<file path="src/rtl/adc_rs_pkg.sv">
package adc_rs_pkg;
  typedef enum logic [1:0] {
    ADDR_CTRL = 2'd0,
    ADDR_STAT = 2'd1,
    ADDR_DATA = 2'd2
  } reg_addr_e;

  localparam int ST_DONE = 0;
  localparam int ST_S3   = 1;
  localparam int ST_FF   = 2;
  localparam int ST_OVR  = 3;
  localparam int ST_CAL  = 4;
  localparam int ST_ERR  = 5;
  localparam int ST_BITS = 6;
  localparam int N_ERR   = 4;

  typedef struct packed {
    logic capture;
    logic polWe;
    logic polVal;
  } dp_strobe_t;
endpackage

</file>
<file path="src/rtl/adc_rs_ctrl.sv">
module adc_rs_ctrl
  import adc_rs_pkg::*;
(
  input  logic               clk,
  input  logic               rstN,
  input  logic               eocStb,
  input  logic               sinc3Clip,
  input  logic               fastClip,
  input  logic               calOutOfRange,
  input  logic [1:0]         regAddr,
  input  logic               regWe,
  input  logic [7:0]         regWdata,
  output dp_strobe_t         dpStb,
  output logic [ST_BITS-1:0] statusVec,
  output logic               doneFlag,
  output logic               errFlag
);
  logic             doneQ;
  logic [N_ERR-1:0] errQ;
  logic [N_ERR-1:0] errEvt;
  logic [N_ERR-1:0] errClr;
  logic             statWr;
  logic             doneClr;

  always_comb begin
    statWr  = regWe && (regAddr == ADDR_STAT);
    doneClr = statWr && !regWdata[ST_DONE];
    // event order follows status bits 1..4
    errEvt  = {calOutOfRange, eocStb && doneQ, fastClip, sinc3Clip};
  end

  always_ff @(posedge clk) begin
    if (!rstN) doneQ <= 1'b0;
    else       doneQ <= eocStb | (doneQ & ~doneClr);
  end

  for (genvar i = 0; i < N_ERR; i++) begin : g_sticky
    assign errClr[i] = statWr && !regWdata[i+1];
    always_ff @(posedge clk) begin
      if (!rstN) errQ[i] <= 1'b0;
      else       errQ[i] <= errEvt[i] | (errQ[i] & ~errClr[i]);
    end
  end

  always_comb begin
    dpStb.capture = eocStb;
    dpStb.polWe   = regWe && (regAddr == ADDR_CTRL);
    dpStb.polVal  = regWdata[0];
    doneFlag      = doneQ;
    errFlag       = |errQ;
    statusVec     = {errFlag, errQ, doneQ};
  end
endmodule

</file>
<file path="src/rtl/adc_rs_datapath.sv">
module adc_rs_datapath
  import adc_rs_pkg::*;
#(
  parameter int RES_W = 24,
  parameter int RAW_W = RES_W + 2
)(
  input  logic                    clk,
  input  logic                    rstN,
  input  dp_strobe_t              dpStb,
  input  logic signed [RAW_W-1:0] sampleIn,
  output logic                    polarity,
  output logic [RES_W-1:0]        dataReg
);
  localparam int EXT_U = RAW_W - RES_W;
  localparam int EXT_B = RAW_W - RES_W + 1;
  localparam logic signed [RAW_W-1:0] U_MAX = {{EXT_U{1'b0}}, {RES_W{1'b1}}};
  localparam logic signed [RAW_W-1:0] B_MAX = {{EXT_B{1'b0}}, {(RES_W-1){1'b1}}};
  localparam logic signed [RAW_W-1:0] B_MIN = {{EXT_B{1'b1}}, {(RES_W-1){1'b0}}};

  logic signed [RAW_W-1:0] halfS;
  logic [RES_W-1:0]        uniCode;
  logic [RES_W-1:0]        bipCode;
  logic [RES_W-1:0]        fmtCode;

  always_comb begin
    halfS = sampleIn >>> 1;
    if (sampleIn < 0)          uniCode = '0;
    else if (sampleIn > U_MAX) uniCode = '1;
    else                       uniCode = sampleIn[RES_W-1:0];
    if (halfS < B_MIN)         bipCode = {1'b1, {(RES_W-1){1'b0}}};
    else if (halfS > B_MAX)    bipCode = {1'b0, {(RES_W-1){1'b1}}};
    else                       bipCode = halfS[RES_W-1:0];
    fmtCode = polarity ? bipCode : uniCode;
  end

  always_ff @(posedge clk) begin
    if (!rstN) begin
      polarity <= 1'b0;
      dataReg  <= '0;
    end else begin
      if (dpStb.polWe)   polarity <= dpStb.polVal;
      if (dpStb.capture) dataReg  <= fmtCode;
    end
  end
endmodule

</file>
<file path="src/rtl/adc_result_status.sv">
module adc_result_status
  import adc_rs_pkg::*;
#(
  parameter int RES_W = 24,
  parameter int RAW_W = RES_W + 2
)(
  input  logic                    clk,
  input  logic                    rstN,
  input  logic                    eocStb,
  input  logic signed [RAW_W-1:0] sampleIn,
  input  logic                    sinc3Clip,
  input  logic                    fastClip,
  input  logic                    calOutOfRange,
  input  logic [1:0]              regAddr,
  input  logic                    regWe,
  input  logic [7:0]              regWdata,
  output logic [RES_W-1:0]        regRdata,
  output logic                    doneFlag,
  output logic                    errFlag
);
  dp_strobe_t         dpStb;
  logic [ST_BITS-1:0] statusVec;
  logic               polarity;
  logic [RES_W-1:0]   dataReg;

  adc_rs_ctrl u_ctrl (
    .clk(clk), .rstN(rstN), .eocStb(eocStb), .sinc3Clip(sinc3Clip),
    .fastClip(fastClip), .calOutOfRange(calOutOfRange), .regAddr(regAddr),
    .regWe(regWe), .regWdata(regWdata), .dpStb(dpStb), .statusVec(statusVec),
    .doneFlag(doneFlag), .errFlag(errFlag)
  );

  adc_rs_datapath #(.RES_W(RES_W), .RAW_W(RAW_W)) u_dp (
    .clk(clk), .rstN(rstN), .dpStb(dpStb), .sampleIn(sampleIn),
    .polarity(polarity), .dataReg(dataReg)
  );

  always_comb begin
    case (regAddr)
      ADDR_CTRL: regRdata = {{(RES_W-1){1'b0}}, polarity};
      ADDR_STAT: regRdata = {{(RES_W-ST_BITS){1'b0}}, statusVec};
      ADDR_DATA: regRdata = dataReg;
      default:   regRdata = '0;
    endcase
  end
endmodule

</file>
<file path="config.mk">
export PLATFORM = sky130hd
export DESIGN_NAME = adc_result_status
export DESIGN_NICKNAME = d
export VERILOG_FILES = /design/src/rtl/adc_rs_pkg.sv /design/src/rtl/adc_rs_ctrl.sv /design/src/rtl/adc_rs_datapath.sv /design/src/rtl/adc_result_status.sv
export SDC_FILE = /design/constraint.sdc
export NUM_CORES = 1
export LEC_CHECK = 0
export ABC_AREA = 0
export CORE_MARGIN = 2
export CORE_UTILIZATION = 43
export CTS_BUF_LIST = sky130_fd_sc_hd__clkbuf_8
export DETAILED_ROUTE_END_ITERATION = 10
export GPL_TIMING_DRIVEN = 0
export PLACE_DENSITY_LB_ADDON = 0.3
export SYNTH_ARGS = -nofsm -noshare
export SYNTH_HDL_FRONTEND = slang
export SYNTH_SLANG_ARGS = --single-unit
</file>
<file path="constraint.sdc">
create_clock -name clk -period 2 [get_ports clk]
set_clock_uncertainty 0.1 [all_clocks]
set_input_delay 0.6 -clock clk [delete_from_list [all_inputs] [get_ports clk]]
set_output_delay 0.6 -clock clk [all_outputs]
set_load 0.01 [all_outputs]
</file>
# ---- Yosys cells after proc, flatten, opt, wreduce, memory -nomap -nowiden
# Index checks and enable logic that the tools add are counted.
dict set report word_totals {
  elab_cells 49
  out_inout_bits 26
  inputBits 43
  reg_bits 30
}
dict set report op_classes {
  n_eq_ne 2
  mux 6
  n_bitwise 15
  order_cmp 4
  reduce_logical 15
}
# op n
set ops {}
lappend ops {{$mux W24} 5}
lappend ops {{$pmux W24 S3} 1}
lappend ops {{$gt A26 B25 Y1 const B} 1}
lappend ops {{$lt A26 B1 Y1 const B} 1}
lappend ops {{$gt A25 B24 Y1 const B} 1}
lappend ops {{$lt A25 B24 Y1 const B} 1}
lappend ops {{$logic_and A1 B1 Y1} 8}
lappend ops {{$and A1 B1 Y1} 5}
lappend ops {{$logic_not A1 Y1} 5}
lappend ops {{$not A1 Y1} 5}
lappend ops {{$or A1 B1 Y1} 5}
lappend ops {{$reduce_or A4 Y1} 1}
lappend ops {{$eq A2 B1 Y1 const B} 1}
lappend ops {{$eq A2 B2 Y1 const B} 1}
lappend ops {{$logic_not A2 Y1} 1}

# ---- Depth between registers and ports, before layout
dict set report logic_depth {
  depth_word 6
  mapped_depth 5
  mapped_depth_nobuf 3
}

# ---- Hierarchy
# A second synthesis with hierarchy kept.
dict set report unflattened {
  cells_unflattened 197
  area_unflattened_um2 1572.8
}
# module cells_per_inst seq_area_each_um2 area_per_inst_um2 n_inst
set modules_own_cells {}
lappend modules_own_cells {adc_rs_datapath 140 500.5 1134.8 1}
lappend modules_own_cells {adc_rs_ctrl 28 100.1 230.2 1}
lappend modules_own_cells {adc_result_status 29 0.0 207.7 1}

# ---- Least setup slack after synthesis
# OpenSTA, ideal clock, no wires.
dict set report synth_timing {
  kind {input-to-output}
  from {input regAddr[1]}
  to {output regRdata[0]}
  slack_ns 0.088
  stages 4
  required_ns 1.300
  arrival_time_ns 1.212
  cell_sequence {nor2b_2 clkbuf_1 nand2_1 o21ai_0}
}
dict set report synth_via {
  elab_chain_len 2
}
# element line
set synth_rtl {}
lappend synth_rtl {{start: declaration} adc_result_status.sv:14} ;# input logic [1:0] regAddr,
lappend synth_rtl {{$eq A2 B2 Y1 (tied with other cells)} adc_result_status.sv:39} ;# case (regAddr)
lappend synth_rtl {{$pmux W24 S3 *} adc_result_status.sv:39}
lappend synth_rtl {{end: declaration} adc_result_status.sv:17} ;# output logic [RES_W-1:0] regRdata,
# Mark *: on every way between the ends. The rest lies on a longest branch, timed or not.

# ---- Worst setup path after layout
dict set report layout_timing {
  from {register u_ctrl.errQ[1] (netlist: u_ctrl.statusVec[2])}
  to {output regRdata[5]}
}
dict set report layout_via {
  elab_chain_len 2
}
# element line
set layout_rtl {}
lappend layout_rtl {{start: declaration} adc_rs_ctrl.sv:19} ;# logic [N_ERR-1:0] errQ;
lappend layout_rtl {{start signal: indexed assignment} adc_rs_ctrl.sv:41} ;# else errQ[i] <= errEvt[i] | (errQ[i] & ~errClr[i]);
lappend layout_rtl {{$reduce_or A4 Y1} adc_rs_ctrl.sv:50} ;# errFlag = |errQ;
lappend layout_rtl {{$pmux W24 S3} adc_result_status.sv:39}
# No other way between the ends.

==> impl_metrics.env <==
export IMPL_run_status="finished, violations left"
export IMPL_violations="setup timing"
export IMPL_antenna_found_initial=0
export IMPL_whs_ps=426.2
export IMPL_drc=0
export IMPL_synth_seq_cells=30
export IMPL_fillerInstances=296
export IMPL_fmax_ghz=0.4610
export IMPL_min_period_ps=2169
export IMPL_routedWlPerCell_um=16.05
export IMPL_grt_pass1_wl_um=7914
export IMPL_grt_max_degree=11
export IMPL_gr_usage_met2_pct=40.96
export IMPL_portBuffers=64
export IMPL_track_usage_pct=25.37
export IMPL_grt_overflow_total=0
export IMPL_seq_area_frac_synth_pct=39.87
export IMPL_syn_avg_cell_area_um2=7.686
export IMPL_syn_inst=196
export IMPL_htreeDepth=2
export IMPL_rrSetupSlack_ps=640
export IMPL_peakVddDrop_v=0.0003892
export IMPL_numCtsBuffers=5
export IMPL_cts_sinks=30
export IMPL_hold_class="reg -> reg"
export IMPL_clkLatencyLatePin_ps=280
export IMPL_ios=69
export IMPL_cp_max_fo=2
export IMPL_initial_core_util_pct=44.79
export IMPL_drt_iter0_drc=311
export IMPL_hpwl_um=3134
export IMPL_rows=21
export IMPL_met1_usage_pct=31.10
export IMPL_worstSetupStartpointType="register"
export IMPL_cts_tree="yes"
export IMPL_core_um2=3363
export IMPL_slew_violations=0
export IMPL_cap_viol_max_count=0
export IMPL_die_w_um=63.19
export IMPL_top_usage_layer="met2"
export IMPL_final_cell_mix="clkdlybuf4s50_1 (37), o21ai_0 (29), dfxtp_1 (28)"
export IMPL_synth_nets=239
export IMPL_synth_area_um2=1506
export IMPL_clkTransAtPathRegs_ps=60
export IMPL_synth_distinct_cells=24
export IMPL_ant_nets=0
export IMPL_met3_usage_pct=6.429
export IMPL_cts_root_buf="clkbuf_8"
export IMPL_hold_buffers=0
export IMPL_leakage_nw=1.007
export IMPL_clockBufferDepth=2
export IMPL_layout_commonest_cell="clkdlybuf4s50_1"
export IMPL_yosys_warnings=0
export IMPL_grt_pass1_vias=1689
export IMPL_worst_ep_arrival_time_ps=1470
export IMPL_tightest_slew_ps=466.9
export IMPL_gp_congestion=0.8377
export IMPL_max_slew_margin_rel_pct=68.87
export IMPL_pwr_density_cell_nw_per_um2=619.7
export IMPL_synth_async_sr_flop_share_pct=0
export IMPL_grt_setup_unrepaired="true"
export IMPL_period_share_pct=108.5
export IMPL_fin_util_pct=72.10
export IMPL_dpl_cell_area_um2=2205
export IMPL_cp_end_kind="output port"
export IMPL_synth_edff_count=0
export IMPL_routed_wl_um=5169
export IMPL_final_area_um2=2425
export IMPL_syn_to_final_growth_pct=60.96
export IMPL_cp_data_required_time_ps=1300
export IMPL_hold_viol=0
export IMPL_totalPowerFinal_mw=1.503
export IMPL_synth_ff_type="dfxtp_1"
export IMPL_dp_slack_ps=-1201
export IMPL_dr_pass1_iters=6
export IMPL_worst_slack_ps=-169.2
export IMPL_vias_per_cell=5.720
export IMPL_crit_type="reg -> out"
export IMPL_finalSetupViolations=16
export IMPL_via_count=1842
export IMPL_nNetsFinal=318
export IMPL_layout_drive_gt1_share_pct=28.26
export IMPL_diodes=0
export IMPL_die_h_um=63.19
export IMPL_dieArea_um2=3993
[registers in the layout (all words and copies together) (netlist names)]
register          flops
u_ctrl.doneFlag       1
u_ctrl.statusVec      4
u_dp.dataReg         24
u_dp.polarity         1
[worst paths after layout]
kind,start,cells after the start,to
worst max register to register,u_dp.polarity$_SDFFE_PN0P_,4,u_dp.dataReg[10]$_SDFFE_PN0P_
worst min register to register,u_dp.dataReg[9]$_SDFFE_PN0P_,2,u_dp.dataReg[9]$_SDFFE_PN0P_
worst max-delay path,u_ctrl.statusVec[2]$_SDFF_PN0_,3,regRdata[5]
worst min-delay path,u_dp.dataReg[9]$_SDFFE_PN0P_,2,u_dp.dataReg[9]$_SDFFE_PN0P_
[what timing repair did]
item | in CTS | in global routing
pin swaps | 13 | 1
buffers inserted | 5 | 3
cloned | 2 | 0
setup endpoints to repair | 25 | 24
gates resized for setup | 141 | 19
[stage by stage]
| step | TNS, ps | cells |
|---|---|---|
| after floorplan | 0 | 196 |
| after global placement | -25550 | 306 |
| after detailed placement | -25480 | 306 |
| after CTS | -972.1 | 321 |
| after global routing | -1912 | 322 |
| final | -1314 | 322 |
[cells by family (layout without fill, tap and decap cells)]
family                 count (synthesis)  count (layout)  share of synthesized area [%]
and+or+nand+nor                       79              79                          26.91
AOI/OAI and AO/OA                     67              67                          26.16
DFF                                   30              30                          39.87
buffers and inverters                 18              98                          5.730
muxes                                  2               2                          1.329
[final cells by class]
type                       count  area, µm²  area share (%)
buffer                        17      100.1           4.128
clock buffer                   6      82.58           3.406
clock inverter                 2      8.758          0.3612
inverter                       1      3.754          0.1548
multi-input combinational    148      873.3           36.02
sequential                    30      603.1           24.87
tap                           46      57.56           2.374
timing repair buffer          72      695.7           28.69
[report_power, final]
group          internal, mW  total [mW]  switching (mW)
clock                 0.272       0.492           0.220
combinational         0.184       0.342           0.158
sequential            0.643       0.669          0.0254
[worst max-delay path: stages, from the launching register on]
cell     delay (ps)
dfxtp_2         320
or4_4           520
a22o_1          200
buf_2           140
[routing by layer]
layer	vias to the layer above	wire length, µm	share of wire (%)
met5	-	0	0
li1	863	-	-
met4	0	176	3.4
met1	840	1996	39
met3	23	531	10
met2	116	2465	48
[Yosys cell counts, types with 2 or more instances]
master | number | share of area [%]
clkbuf_1 | 6 | 1.5
nor2_1 | 4 | 1.0
a22o_1 | 4 | 2.3
buf_2 | 9 | 3.0
buf_4 | 2 | 1.0
nand2_1 | 26 | 6.5
a31oi_1 | 24 | 10
nand3_1 | 23 | 7.6
mux2i_1 | 2 | 1.3
and2_1 | 19 | 7.9
a21oi_1 | 6 | 2.0
dfxtp_1 | 30 | 40
o21ai_0 | 30 | 10
No activity file was read; power rests on OpenSTA's default activity.
